### src/rtl/madec_pkg.sv
package madec_pkg;
  // Memory device size selected by the static mode input.
  typedef enum logic {
    SIZE_2K = 1'b0,
    SIZE_4K = 1'b1
  } mem_size_e;
endpackage

### src/rtl/madec_latch.sv
module madec_latch #(
  parameter int MA_W = 6
) (
  input  logic            clk,
  input  logic            rst_n,
  input  logic            le,
  input  logic [MA_W-1:0] ma_in,
  output logic [MA_W-1:0] lat_word,
  output logic            lat_ok
);
  logic [MA_W-1:0] held_q, held_d;
  logic            seen_q, seen_d;

  // Next state: sample while the enable is high, hold otherwise.
  always_comb begin
    held_d = held_q;
    seen_d = seen_q;
    if (le) begin
      held_d = ma_in;
      seen_d = 1'b1;
    end
  end

  always_ff @(posedge clk or negedge rst_n) begin
    if (!rst_n) begin
      held_q <= '0;
      seen_q <= 1'b0;
    end else begin
      held_q <= held_d;
      seen_q <= seen_d;
    end
  end

  // Transparent path while enabled, stored word otherwise.
  always_comb begin
    lat_word = le ? ma_in : held_q;
    lat_ok   = le | seen_q;
  end

  AST_LATCH_HOLD: assert property (@(posedge clk) disable iff (!rst_n)
    (!le && $past(!le)) |-> ($stable(lat_word) && $stable(lat_ok)))
    else $error("latched word moved while enable low");
endmodule

### src/rtl/madec_decode.sv
module madec_decode
  import madec_pkg::*;
#(
  parameter int MA_W   = 6,
  parameter int NUM_CS = 4,
  localparam int SEL_W = $clog2(NUM_CS),
  localparam int A_W   = MA_W - SEL_W
) (
  input  logic              clk,
  input  logic              rst_n,
  input  logic [MA_W-1:0]   lat_word,
  input  logic              lat_ok,
  input  mem_size_e         size,
  output logic [NUM_CS-1:0] cs_act,
  output logic [A_W-1:0]    a_pass,
  output logic              hit
);
  logic [SEL_W-1:0] sel;

  always_comb begin
    if (size == SIZE_4K) begin
      sel    = lat_word[MA_W-1 -: SEL_W];
      hit    = lat_ok;
      a_pass = lat_word[A_W-1:0];
    end else begin
      sel    = lat_word[MA_W-2 -: SEL_W];
      hit    = lat_ok && !lat_word[MA_W-1];
      a_pass = {1'b0, lat_word[A_W-2:0]};
    end
  end

  for (genvar g = 0; g < NUM_CS; g++) begin : g_cs
    assign cs_act[g] = hit && (sel == SEL_W'(g));
  end

  AST_CS_ONEHOT: assert property (@(posedge clk) disable iff (!rst_n)
    $onehot0(cs_act))
    else $error("more than one chip select active");

  AST_HIT_HAS_CS: assert property (@(posedge clk) disable iff (!rst_n)
    hit |-> ($countones(cs_act) == 1))
    else $error("decode hit without a chip select");
endmodule

### src/rtl/madec_enable.sv
module madec_enable #(
  parameter bit USE_STROBES = 1'b1
) (
  input  logic clk,
  input  logic rst_n,
  input  logic hit,
  input  logic rd_n,
  input  logic wr_n,
  output logic en_n
);
  if (USE_STROBES) begin : g_strobed
    always_comb en_n = !(hit && (!rd_n || !wr_n));

    AST_EN_STROBE: assert property (@(posedge clk) disable iff (!rst_n)
      !en_n |-> (!rd_n || !wr_n))
      else $error("enable without strobe");
  end else begin : g_plain
    always_comb en_n = !hit;

    AST_EN_PLAIN: assert property (@(posedge clk) disable iff (!rst_n)
      (!en_n) == hit)
      else $error("enable differs from decode");
  end
endmodule

### src/rtl/madec_top.sv
module madec_top
  import madec_pkg::*;
#(
  parameter int MA_W        = 6,
  parameter int NUM_CS      = 4,
  parameter bit USE_STROBES = 1'b1,
  localparam int SEL_W      = $clog2(NUM_CS),
  localparam int A_W        = MA_W - SEL_W
) (
  input  logic              clk,
  input  logic              rst_n,
  input  logic              le,
  input  logic [MA_W-1:0]   ma_in,
  input  logic              rd_n,
  input  logic              wr_n,
  input  logic              mode_4k,
  output logic [NUM_CS-1:0] cs_n,
  output logic              mem_en_n,
  output logic [A_W-1:0]    a_hi
);
  logic [MA_W-1:0]   lat_word;
  logic              lat_ok;
  logic [NUM_CS-1:0] cs_act;
  logic              hit;
  mem_size_e         size;

  always_comb size = mem_size_e'(mode_4k);

  madec_latch #(.MA_W(MA_W)) u_latch (
    .clk      (clk),
    .rst_n    (rst_n),
    .le       (le),
    .ma_in    (ma_in),
    .lat_word (lat_word),
    .lat_ok   (lat_ok)
  );

  madec_decode #(.MA_W(MA_W), .NUM_CS(NUM_CS)) u_decode (
    .clk      (clk),
    .rst_n    (rst_n),
    .lat_word (lat_word),
    .lat_ok   (lat_ok),
    .size     (size),
    .cs_act   (cs_act),
    .a_pass   (a_hi),
    .hit      (hit)
  );

  madec_enable #(.USE_STROBES(USE_STROBES)) u_enable (
    .clk   (clk),
    .rst_n (rst_n),
    .hit   (hit),
    .rd_n  (rd_n),
    .wr_n  (wr_n),
    .en_n  (mem_en_n)
  );

  always_comb cs_n = ~cs_act;

  AST_EN_NEEDS_CS: assert property (@(posedge clk) disable iff (!rst_n)
    !mem_en_n |-> (cs_n != '1))
    else $error("memory enable with no chip select");

  AST_2K_TOP_PIN: assert property (@(posedge clk) disable iff (!rst_n)
    !mode_4k |-> !a_hi[A_W-1])
    else $error("top address pin driven in 2K mode");

  AST_2K_RANGE: assert property (@(posedge clk) disable iff (!rst_n)
    (le && !mode_4k && ma_in[MA_W-1]) |-> ((&cs_n) && mem_en_n))
    else $error("out-of-range 2K address selected a device");
endmodule

### config.mk
export PLATFORM = sky130hd
export DESIGN_NAME = madec_top
export DESIGN_NICKNAME = d
export VERILOG_FILES = /design/src/rtl/madec_pkg.sv /design/src/rtl/madec_latch.sv /design/src/rtl/madec_decode.sv /design/src/rtl/madec_enable.sv /design/src/rtl/madec_top.sv
export SDC_FILE = /design/constraint.sdc
export NUM_CORES = 1
export LEC_CHECK = 0
export CAP_MARGIN = 25
export CORE_AREA = 2 2 39 41
export CTS_CLUSTER_DIAMETER = 150
export DETAILED_ROUTE_END_ITERATION = 12
export DIE_AREA = 0 0 41 43
export GPL_ROUTABILITY_DRIVEN = 0
export MAX_ROUTING_LAYER = met4
export PLACE_DENSITY = 0.79
export SKIP_CTS_REPAIR_TIMING = 1
export SYNTH_ARGS = -nofsm -noshare
export SYNTH_HDL_FRONTEND = slang
export SYNTH_SLANG_ARGS = --single-unit
### constraint.sdc
create_clock -name clk -period 1.8 [get_ports clk]
set_clock_uncertainty 0.15 [all_clocks]
set_input_delay 0.45 -clock clk [delete_from_list [all_inputs] [get_ports clk]]
set_output_delay 0.45 -clock clk [all_outputs]
set_load 0.02 [all_outputs]
# Word-level counts from Yosys, hierarchy flattened
# Index checks and enable logic that the tools add are counted.
# W data, S select, Z words.
[totals]
reg_bits = 7
inputBits = 12
[classes]
n_eq_ne = 3
muxes = 4
n_bitwise = 2
n_reduce_logical = 12
[op_table]
columns = ["op", "count"]
rows = [
  ["$logic_and A1 B1 Y1", 6],
  ["$mux W6", 1],
  ["$eq A2 B2 Y1 const B", 2],
  ["$logic_not A1 Y1", 4],
  ["$mux W4", 1],
  ["$not A4 Y4", 1],
  ["$eq A2 B1 Y1 const B", 1],
  ["$logic_not A2 Y1", 1],
  ["$mux W2", 1],
  ["$logic_or A1 B1 Y1", 1],
  ["$mux W1", 1],
  ["$or A1 B1 Y1", 1],
]

# Logic depth before layout (Yosys ltp)
# Gate-level depths: netlist of the first run.
[depth]
ltp_word = 6
ltp_mapped = 4
mapped_depth_nobuf = 3

# By module
# A second synthesis of the first run with hierarchy kept.
[unflattened]
hier_cells = 39
area_unflattened_um2 = 431.7
[modules_own_cells]
columns = ["mod", "instances", "cells_each", "area_each_um2"]
rows = [
  ["madec_latch", 1, 16, 289.0],
  ["madec_decode", 1, 18, 117.6],
  ["madec_top", 1, 4, 15.0],
  ["madec_enable", 1, 1, 10.0],
]

# Least setup slack after synthesis of the first run
# No wires, ideal clock.
[synth_path]
kind = "input to output"
start = "in mode_4k"
end = "out cs_n[2]"
t_arrival_ps = 1299
path_slack_ps = -99
path_stages = 4
n_path_buf = 1
path_cell_list = "buf_6 or4b_1 o21ai_1 a22oi_1"
[synth_via]
elab_chain_cells = 4
word_cells_on_any_way = 5
[synth_rtl]
columns = ["element", "line", "text"]
rows = [
  ["start, declared", "madec_top.sv:16", "input logic mode_4k,"],
  ["$mux W2", "madec_decode.sv:21", "if (size == SIZE_4K) begin"],
  ["$eq A2 B2 Y1", "madec_decode.sv:33", "assign cs_act[g] = hit && (sel == SEL_W'(g));"],
  ["$logic_and A1 B1 Y1 (*)", "madec_decode.sv:33", ""],
  ["$not A4 Y4 (*)", "madec_top.sv:58", "always_comb cs_n = ~cs_act;"],
  ["end, declared", "madec_top.sv:17", "output logic [NUM_CS-1:0] cs_n,"],
]
# Every way passes the cells marked *; elsewhere a longest branch is shown, timed or not.

# Final worst setup path of the first run
[layout_path]
start = "reg u_latch.held_q[5]"
end = "out cs_n[2]"
[layout_via]
elab_chain_cells = 6
word_cells_on_any_way = 8
[layout_rtl]
columns = ["element", "line", "text"]
rows = [
  ["start, declared", "madec_latch.sv:11", "logic [MA_W-1:0] held_q, held_d;"],
  ["start signal, assigned", "madec_latch.sv:29", "held_q <= held_d;"],
  ["$mux W6 (*)", "-", ""],
  ["$logic_not A1 Y1", "madec_decode.sv:27", "hit = lat_ok && !lat_word[MA_W-1];"],
  ["$logic_and A1 B1 Y1", "madec_decode.sv:27", ""],
  ["$mux W1", "madec_decode.sv:21", ""],
  ["$logic_and A1 B1 Y1 (*)", "madec_decode.sv:33", ""],
  ["$not A4 Y4 (*)", "madec_top.sv:58", ""],
]
# Marked as above.

==> metrics.txt, run 1 <==
# TYPE chip_impl_metric gauge
chip_impl_metric{name="combinational_fraction_of_design_power",unit="%"} 37.6
chip_impl_metric{name="vias",unit=""} 479
chip_impl_info{name="commonest_non_fill_non_tap_cell_in_the_layout",value="sky130_fd_sc_hd__buf_6"} 1
chip_impl_metric{name="p_leak",unit="nW"} 0.4173
chip_impl_info{name="status",value="finished, violations left"} 1
chip_impl_metric{name="nNetsFinal",unit=""} 91
chip_impl_metric{name="final_clock_period_utilization_by_the_worst_path",unit="%"} 117.3
chip_impl_metric{name="power_share_of_the_clock_group",unit="%"} 27.7
chip_impl_metric{name="fin_ws",unit="ps"} -311.3
chip_impl_metric{name="post_drt_wl_per_cell",unit="um"} 12.51
chip_impl_metric{name="syn_avg_cell_area",unit="sq um"} 9.671
chip_impl_metric{name="synth.cell_area",unit="sq um"} 464.2
chip_impl_metric{name="detailed_route_iter0_violations",unit=""} 5
chip_impl_metric{name="hold_viol_final",unit=""} 0
chip_impl_info{name="failed_checks",value="negative setup slack"} 1
chip_impl_info{name="worstHoldPathType",value="in -> async"} 1
chip_impl_metric{name="globalRouteOverflowTotal",unit=""} 0
chip_impl_metric{name="die-width",unit="um"} 41
chip_impl_metric{name="final_util",unit="%"} 58.59
chip_impl_metric{name="sw_share",unit="%"} 29.07
chip_impl_metric{name="fin_crit",unit="ps"} 2111
chip_impl_metric{name="post_route_design_area",unit="sq um"} 810.8
chip_impl_metric{name="seq_area_frac_synth",unit="%"} 37.74
chip_impl_metric{name="port_buffers",unit=""} 20
chip_impl_metric{name="worst-slew-pin-transition",unit="ps"} 307.6
chip_impl_info{name="cts_tree",value="done"} 1
chip_impl_metric{name="fmax",unit="MHz"} 473.6
chip_impl_metric{name="clk_latency",unit="ps"} 250
chip_impl_metric{name="flip_flop_and_latch_count_after_synthesis",unit=""} 7
chip_impl_info{name="cts-root-buf",value="sky130_fd_sc_hd__clkbuf_4"} 1
chip_impl_metric{name="synth.top_cell.area_share",unit="%"} 37.74
chip_impl_metric{name="report.final.setup_viol",unit=""} 6
chip_impl_metric{name="total_power",unit="uW"} 514.6
chip_impl_info{name="worst_setup_path_end_kind",value="primary output"} 1
chip_impl_metric{name="total_power_divided_by_cell_area",unit="nW/um^2"} 634.7
chip_impl_metric{name="globalRouteTotalUtil",unit="%"} 15.24
chip_impl_info{name="most-common-layout-cells",value="sky130_fd_sc_hd__buf_6, sky130_fd_sc_hd__buf_4, sky130_fd_sc_hd__dfrtp_1, sky130_fd_sc_hd__nand2_1"} 1
chip_impl_info{name="worstSetupStartpointType",value="flop"} 1
chip_impl_info{name="synth_top_cells_by_area",value="sky130_fd_sc_hd__dfrtp_1, sky130_fd_sc_hd__mux2_1, sky130_fd_sc_hd__buf_4"} 1
chip_impl_metric{name="post-route-drc-count",unit=""} 0
chip_impl_info{name="rsz0062_at_grt",value="true"} 1
chip_impl_metric{name="grt_pass1_vias",unit=""} 439
chip_impl_info{name="criticalPathCategory",value="reg -> out"} 1
chip_impl_metric{name="avgViaCountPerCell",unit=""} 5.096
chip_impl_metric{name="initial_utilization",unit="%"} 33.54
chip_impl_metric{name="cp_data_required_time",unit="ps"} 1200
chip_impl_metric{name="drt_pre_antenna_iters",unit=""} 3
chip_impl_metric{name="core_region_area",unit="sq um"} 1384
chip_impl_metric{name="cts.htree.levels",unit=""} 1
chip_impl_metric{name="die_area",unit="sq um"} 1763
chip_impl_metric{name="seq_power_share",unit="%"} 34.7
chip_impl_metric{name="clkTransAtPathRegs",unit="ps"} 50
chip_impl_metric{name="max_cap_viol_count",unit=""} 0
chip_impl_metric{name="grt_pass1_wl",unit="um"} 1725
chip_impl_metric{name="detailedPlacementHpwl",unit="um"} 850.4
chip_impl_metric{name="cts_buffers",unit=""} 3
chip_impl_metric{name="cellInternalPower",unit="uW"} 365.0
chip_impl_metric{name="cp_max_fo",unit=""} 4
chip_impl_info{name="synth_area_leader_cell",value="sky130_fd_sc_hd__dfrtp_1"} 1
chip_impl_metric{name="remaining_antenna_violation_count",unit=""} 0
chip_impl_metric{name="synth-warning-count",unit=""} 0
chip_impl_metric{name="synth_cell_type_count",unit=""} 23
chip_impl_metric{name="row_count",unit=""} 14
chip_impl_metric{name="psw",unit="uW"} 149.6
chip_impl_metric{name="syn-num-nets",unit=""} 60
chip_impl_metric{name="clkSinkCount",unit=""} 7
chip_impl_metric{name="setup_total_negative_slack",unit="ps"} -1005
chip_impl_metric{name="antenna_violations_before_repair",unit=""} 0
chip_impl_metric{name="chipHeight",unit="um"} 43
chip_impl_metric{name="syn_to_final_growth",unit="%"} 74.66
chip_impl_metric{name="ir_worst_vdd",unit="uV"} 388.9
chip_impl_metric{name="io_pins",unit=""} 21
chip_impl_metric{name="synthesized_instance_count",unit=""} 48
chip_impl_metric{name="maximum_number_of_pins_on_one_net_before_global_route_repair",unit=""} 12
chip_impl_metric{name="worst_slew_margin_rel",unit="%"} 79.43
chip_impl_metric{name="final_layout_size_suffix_gt1_share",unit="%"} 52.56
chip_impl_metric{name="wl",unit="um"} 1176
chip_impl_metric{name="worstPathArrival",unit="ps"} 1510
chip_impl_metric{name="slew_viol_final",unit=""} 0
chip_impl_metric{name="dpl_cell_area",unit="sq um"} 725.7
chip_impl_metric{name="clockBufferDepth",unit=""} 2
chip_impl_metric{name="num_antenna_cells",unit=""} 0
layer usage:
layer / GRT usage (%) / wire length [um]
met2: 22.50 / 618
met5: - / 0
met4: 10.00 / 49
met3: 3.141 / 81
met1: 17.85 / 427
synth_stat cells:
cell type / number
sky130_fd_sc_hd__nand2b_1: 3
sky130_fd_sc_hd__nand2_1: 6
sky130_fd_sc_hd__inv_2: 1
sky130_fd_sc_hd__a221o_1: 1
sky130_fd_sc_hd__a22oi_1: 1
sky130_fd_sc_hd__buf_6: 1
sky130_fd_sc_hd__a21oi_1: 1
sky130_fd_sc_hd__dfrtp_1: 7
sky130_fd_sc_hd__mux2_1: 4
sky130_fd_sc_hd__inv_1: 2
sky130_fd_sc_hd__a31oi_1: 1
sky130_fd_sc_hd__buf_2: 1
sky130_fd_sc_hd__a32o_1: 1
sky130_fd_sc_hd__or4b_1: 2
sky130_fd_sc_hd__o21ai_1: 2
sky130_fd_sc_hd__and2_1: 1
sky130_fd_sc_hd__o21ai_0: 3
sky130_fd_sc_hd__buf_4: 3
sky130_fd_sc_hd__mux4_2: 1
sky130_fd_sc_hd__nor2_1: 1
sky130_fd_sc_hd__or3b_1: 2
sky130_fd_sc_hd__nor2b_1: 2
sky130_fd_sc_hd__or2_1: 1
state kept, by name (all words and copies together) (netlist names):
register	cells
u_latch.held_q	6
u_latch.seen_q	1
cell families (layout without fill, tap and decap cells):
family	count (synthesis)	after routing	share of synthesized area [%]
AO/OA/AOI/OAI	10	10	13.75
buffers and inverters	8	38	10.78
flip-flops	7	7	37.74
multiplexers	5	5	14.55
AND/OR/NAND/NOR	18	18	23.18
path summary, 6_finish.rpt:
| path | from | to | slack [ps] | depth (start not counted) |
|---|---|---|---|---|
| worst min register to register | u_latch.held_q[0] | u_latch.held_q[0] | 350 | 1 |
| worst max register to register | u_latch.held_q[3] | u_latch.held_q[3] | 840 | 1 |
| worst max-delay path | u_latch.held_q[5] | cs_n[2] | -310 | 4 |
| max in group asynchronous | rst_n | u_latch.held_q[1] | 970 | 1 |
| worst min-delay path | rst_n | u_latch.held_q[0] | 300 | 1 |
| min in group clk | ma_in[1] | u_latch.held_q[1] | 320 | 2 |
final cells by class:
class | instances | area [sq um]
Multi-Input combinational cell | 33 | 284.0
Inverter | 3 | 11.26
Tap cell | 16 | 20.02
Sequential cell | 7 | 175.2
Clock buffer | 4 | 26.28
Timing Repair Buffer | 31 | 294.0
Fill cell | 123 | 573.1
power by group through the flow:
| stage | Sequential (mW) | Clock [mW] | Combinational [mW] |
|---|---|---|---|
| 2_1_floorplan | 0.179 | 0 | 0.0880 |
| 6_report | 0.178 | 0.143 | 0.193 |
| 3_5_place_dp | 0.180 | 0 | 0.167 |
| 5_1_grt | 0.180 | 0.154 | 0.209 |
| 3_3_place_gp | 0.180 | 0 | 0.165 |
| 4_1_cts | 0.178 | 0.152 | 0.168 |
stage by stage:
stage	std cells	setup WS [ps]	hold slack [ps]
floorplan	48	-37.10	4.409
finish	94	-311.3	301.6
CTS	93	-1077	303.7
detailed placement	89	-1062	329.1
global route	94	-366.7	322.8
global placement	89	-1048	314.7
critical path: stages, from the launching register on:
cell                       delay (ps)
sky130_fd_sc_hd__dfrtp_1          400
sky130_fd_sc_hd__or4b_1           530
sky130_fd_sc_hd__o21ai_1          110
sky130_fd_sc_hd__a22oi_2           70
sky130_fd_sc_hd__clkbuf_2         150
(Power assumes the default switching activity.)
==> run 2: changes to the inputs <==
--- a/config.mk
+++ b/config.mk
@@ -14,6 +14,7 @@
 export MAX_ROUTING_LAYER = met4
 export PLACE_DENSITY = 0.79
 export SKIP_CTS_REPAIR_TIMING = 1
+export SLEW_MARGIN = 10
 export SYNTH_ARGS = -nofsm -noshare
 export SYNTH_HDL_FRONTEND = slang
 export SYNTH_SLANG_ARGS = --single-unit
==> results of run 2 <==
No change in the layout: final DEF, timing and power equal those of run 1.
